## src/rtl/shadow_remap_pkg.sv

```systemverilog
package shadow_remap_pkg;
  // strobes passed from the mode control to the address datapath
  typedef struct packed {
    logic runMode;      // 1: windows swapped, shadow protected
    logic cycleActive;  // a bus cycle is in progress
  } ctrlStrobes_t;
endpackage

```

## src/rtl/shadow_ctrl.sv

```systemverilog
module shadow_ctrl
  import shadow_remap_pkg::*;
#(
  parameter int ADDR_W = 24,
  parameter logic [ADDR_W-1:0] CTRL_ADDR = 24'hDFF000
) (
  input  logic              clk,
  input  logic              rstN,
  input  logic [ADDR_W-1:0] addr,
  input  logic              rnw,
  input  logic              strobe,
  output ctrlStrobes_t      ctrlS
);
  logic runMode;
  logic strobeQ;
  logic pendQ;
  logic ctrlHit;

  assign ctrlHit = strobe && !rnw && (addr == CTRL_ADDR);

  // toggle is deferred to the edge that first sees the strobe low
  always_ff @(posedge clk or negedge rstN) begin
    if (!rstN) begin
      runMode <= 1'b0;
      strobeQ <= 1'b0;
      pendQ   <= 1'b0;
    end else begin
      strobeQ <= strobe;
      if (ctrlHit) pendQ <= 1'b1;
      if (!strobe && strobeQ) begin
        if (pendQ) runMode <= ~runMode;
        pendQ <= 1'b0;
      end
    end
  end

  assign ctrlS.runMode     = runMode;
  assign ctrlS.cycleActive = strobe;
endmodule

```

## src/rtl/shadow_dp.sv

```systemverilog
module shadow_dp
  import shadow_remap_pkg::*;
#(
  parameter int ADDR_W = 24,
  parameter int WIN_LOG2 = 19,
  parameter logic [ADDR_W-1:0] ROM_BASE = 24'hF80000
) (
  input  logic [ADDR_W-1:0]   addr,
  input  logic                rnw,
  input  ctrlStrobes_t        ctrlS,
  output logic [WIN_LOG2-1:0] ramAddr,
  output logic                ramSel,
  output logic                ramWe,
  output logic                wrInhibit,
  output logic                localFlag
);
  localparam logic [ADDR_W-1:0] SWAP_BIT   = ADDR_W'(1) << WIN_LOG2;
  localparam logic [ADDR_W-1:0] SHADOW_LOAD = ROM_BASE ^ SWAP_BIT;
  localparam int TAG_W = ADDR_W - WIN_LOG2;

  logic [ADDR_W-1:0] effAddr;
  logic              inShadow;
  logic              ramHit;

  always_comb begin
    effAddr   = addr ^ (ctrlS.runMode ? SWAP_BIT : '0);
    inShadow  = effAddr[ADDR_W-1 -: TAG_W] == SHADOW_LOAD[ADDR_W-1 -: TAG_W];
    ramHit    = ctrlS.cycleActive && inShadow;
    ramSel    = ramHit;
    ramAddr   = addr[WIN_LOG2-1:0];
    ramWe     = ramHit && !rnw && !ctrlS.runMode;
    wrInhibit = ramHit && !rnw && ctrlS.runMode;
    localFlag = ramHit;
  end
endmodule

```

## src/rtl/shadow_remap.sv

```systemverilog
module shadow_remap
  import shadow_remap_pkg::*;
#(
  parameter int ADDR_W = 24,
  parameter int WIN_LOG2 = 19,
  parameter logic [ADDR_W-1:0] ROM_BASE = 24'hF80000,
  parameter logic [ADDR_W-1:0] CTRL_ADDR = 24'hDFF000
) (
  input  logic                clk,
  input  logic                rstN,
  input  logic [ADDR_W-1:0]   addr,
  input  logic                rnw,
  input  logic                strobe,
  output logic [WIN_LOG2-1:0] ramAddr,
  output logic                ramSel,
  output logic                ramWe,
  output logic                wrInhibit,
  output logic                localFlag,
  output logic                legacyStrobe
);
  ctrlStrobes_t ctrlS;
  logic         runMode;

  shadow_ctrl #(.ADDR_W(ADDR_W), .CTRL_ADDR(CTRL_ADDR)) u_ctrl (
    .clk(clk), .rstN(rstN), .addr(addr), .rnw(rnw), .strobe(strobe), .ctrlS(ctrlS)
  );

  shadow_dp #(.ADDR_W(ADDR_W), .WIN_LOG2(WIN_LOG2), .ROM_BASE(ROM_BASE)) u_dp (
    .addr(addr), .rnw(rnw), .ctrlS(ctrlS), .ramAddr(ramAddr), .ramSel(ramSel),
    .ramWe(ramWe), .wrInhibit(wrInhibit), .localFlag(localFlag)
  );

  assign runMode      = ctrlS.runMode;
  assign legacyStrobe = strobe && !localFlag;
endmodule

```

## config.mk

```make
export PLATFORM = sky130hd
export DESIGN_NAME = shadow_remap
export DESIGN_NICKNAME = d
export VERILOG_FILES = /design/src/rtl/shadow_remap_pkg.sv /design/src/rtl/shadow_ctrl.sv /design/src/rtl/shadow_dp.sv /design/src/rtl/shadow_remap.sv
export SDC_FILE = /design/constraint.sdc
export NUM_CORES = 1
export LEC_CHECK = 0
export ABC_AREA = 0
export BUFFER_PORTS_ARGS = -buffer_cell sky130_fd_sc_hd__buf_2
export CORE_UTILIZATION = 29
export CTS_CLUSTER_SIZE = 20
export DETAILED_ROUTE_END_ITERATION = 10
export PLACE_DENSITY_LB_ADDON = 0.3
export SLEW_MARGIN = 10
export SYNTH_ARGS = -nofsm -noshare
export SYNTH_HDL_FRONTEND = slang
export SYNTH_SLANG_ARGS = --single-unit
```

## constraint.sdc

```tcl
create_clock -name clk -period 1.35 [get_ports clk]
set_clock_uncertainty 0.15 [all_clocks]
set_input_delay 0.0675 -clock clk [delete_from_list [all_inputs] [get_ports clk]]
set_output_delay 0.0675 -clock clk [all_outputs]
set_load 0.1 [all_outputs]
```

==> results by group <==
STA
  – Final hold viol count: 0
  – Max-slew violations: 0
  – Final Worst Setup Slack: -0.2573 ns
  – Final Cycle Share: 119.1%
  – Setup_tns: -1.132 ns
  – Clock period minus worst slack: 1.607 ns
  – Setup Viol. Count Final: 5
  – Rel. slew slack: 67.46%
  – RSZ-0062 raised after global routing: true
  – Hold WS: 0.02190 ns
  – Worst Max-Slew Pin Slew: 0.4915 ns
  – Fmax achieved: 622.2 MHz

Routing
  – Final wirelength: 996 µm
  – Starting DRT DRC Count: 0
  – Avg Vias per Cell: 4.622
  – DR WL/cell: 10.16 µm
  – Final ANT Viol Nets: 0
  – Residual DRC count: 0
  – DR vias: 453
  – Drt pass-1 iters: 1

Clock network
  – Cts bufs inserted: 3
  – CTS H-tree lvls: 1
  – Clock Path Buffers: 2
  – Num Clock Sinks: 3
  – Clock latency on the worst-skew pair: 0.23 ns
  – Reg clk slew, reported paths: 0.04 ns
  – Post-CTS Setup Inserts: 0
  – CTS Root Cell: clkbuf_4
  – CTS tree: yes

Global route
  – Initial antenna violation count: 0
  – First-pass GRT wire length: 1421 µm
  – Largest net degree at the start of global routing: 7
  – Overflow after GRT: 0
  – GRT Resource Usage Total: 14.86%
  – Met3 usage: 2.326%
  – Grt met1 use: 14.59%
  – Vias in the first global route: 374
  – Met2 track demand over resource: 26.27%
  – Busiest grt layer: met2

Floorplanning
  – Die Area: 1456 µm²
  – Core outline area: 1156 µm²
  – Chip Height: 38.16 µm
  – Rows: 12
  – Die span in x: 38.16 µm
  – # IOs: 52
  – Initial core utilization: 32.79%

Placed design
  – DP Area: 664.4 µm²
  – Dpl ws: -0.1313 ns
  – Final HPWL from detailed placement: 910.1 µm
  – Routability cong.: 0.6366
  – Placed Cells: 92
  – Port Buffers: 51

Finish
  – Diodes inserted: 0
  – Share of cells above drive strength 1: 80.95%
  – Nets: 113
  – Post-route cell area: 729.5 µm²
  – Commonest non-fill, non-tap cell in the layout: buf_2
  – Area Overhead vs Synth: 92.41%
  – Most frequent cells in the layout: buf_2, buf_12, buf_4
  – Cell Count, Final, Fillers Out: 98
  – Final core occ: 63.10%

Setup path
  – Critical-path maximum fanout: 3
  – Crit end category: output port
  – Req. time, crit path: 1.13 ns
  – Critical Path AT: 1.39 ns
  – Critical path type: flip-flop to output port
  – Worst setup SP type: flip-flop

Synthesis
  – FFs w/ async S/R, synth: 100.0%
  – Mapped Cells: 43
  – Synthesized cell area: 379.1 µm²
  – Post-synthesis sequential area ratio: 19.80%
  – Cell taking the most area after synthesis: buf_4
  – Synth cell types: 18
  – Syn_nets: 71
  – Yosys warnings: 0
  – Post-synth top area share: 39.60%
  – Leading register cell type out of synthesis: dfrtp_1
  – Largest cells by area after synthesis: buf_4, dfrtp_1, xnor2_1
  – Post-synthesis area per instance: 8.817 µm²
  – Post-synth EDFFs: 0
  – Synth Register Bits: 3

Power
  – Power Total: 0.6128 mW
  – LEAKAGE: 0.3660 nW
  – Max IR drop VDD: 0.5402 mV
  – Pwr Density: 840.0 nW/µm²

Outcome
  – Failing checks: negative setup slack
  – Status: complete, but fails checks

Hold path
  – Hold Path Class: input port to asynchronous set/reset pin

Job
  – Max cap viols: 0
synth_stat cells, types with 2 or more instances:
cell / number
nor4_1: 2
dfrtp_1: 3
xnor2_1: 2
inv_1: 2
nand3_1: 2
buf_4: 20
state kept, by name, summed over array words and instances, names as in the netlist:
name,flops
u_ctrl.runMode,1
u_ctrl.pendQ,1
u_ctrl.strobeQ,1
kinds of logic after synthesis:
logic type      synth area share [%]
compound gates                 6.273
xor+xnor                       4.621
buf+inv                        41.58
flops                          19.80
simple gates                   27.72
metal layers:
layer  wire length (µm)  part of all wire (%)  vias up
met5                  0                     0        -
met4                 19                   1.9        0
met3                109                    11        2
met2                511                    51       34
met1                355                    36      201
li1                   -                     -      216
critical path, stage by stage (launching register included):
cell     delay, ns
dfrtp_2       0.43
xnor2_4       0.18
nand3_4       0.13
nor4_4        0.21
buf_12        0.21
power by group:
group	switching [mW]	leakage (nW)	total, mW	internal (mW)
Clock	0.0425	0.0150	0.153	0.111
Combinational	0.289	0.313	0.367	0.0777
Sequential	0.000755	0.0379	0.0927	0.0920
path summary, 6_finish.rpt:
check	startpoint	endpoint	slack, ns	cells after the start
setup / recovery	u_ctrl.runMode	ramWe	-0.26	4
hold / removal	rstN	u_ctrl.strobeQ	0.02	2
setup reg to reg	u_ctrl.runMode	u_ctrl.runMode	0.34	2
hold reg to reg	u_ctrl.pendQ	u_ctrl.runMode	0.41	2
max in group asynchronous	rstN	u_ctrl.runMode	0.91	2
min in group clk	addr[0]	u_ctrl.pendQ	0.08	3
cell type report:
class	count	area (µm²)
timing repair buffer	57	380.4
sequential	3	76.32
fill	94	426.7
multi-input combinational	18	221.5
inverter	2	7.507
clock buffer	4	26.28
tap	14	17.52
repair_timing:
action,in CTS,in global routing
endpoints found under the setup margin,5,5
hold endpoints to repair,4,0
pin swaps,2,0
hold buffers,2,0
gates resized for setup,1,1
No activity file was read; power rests on OpenSTA's default activity.
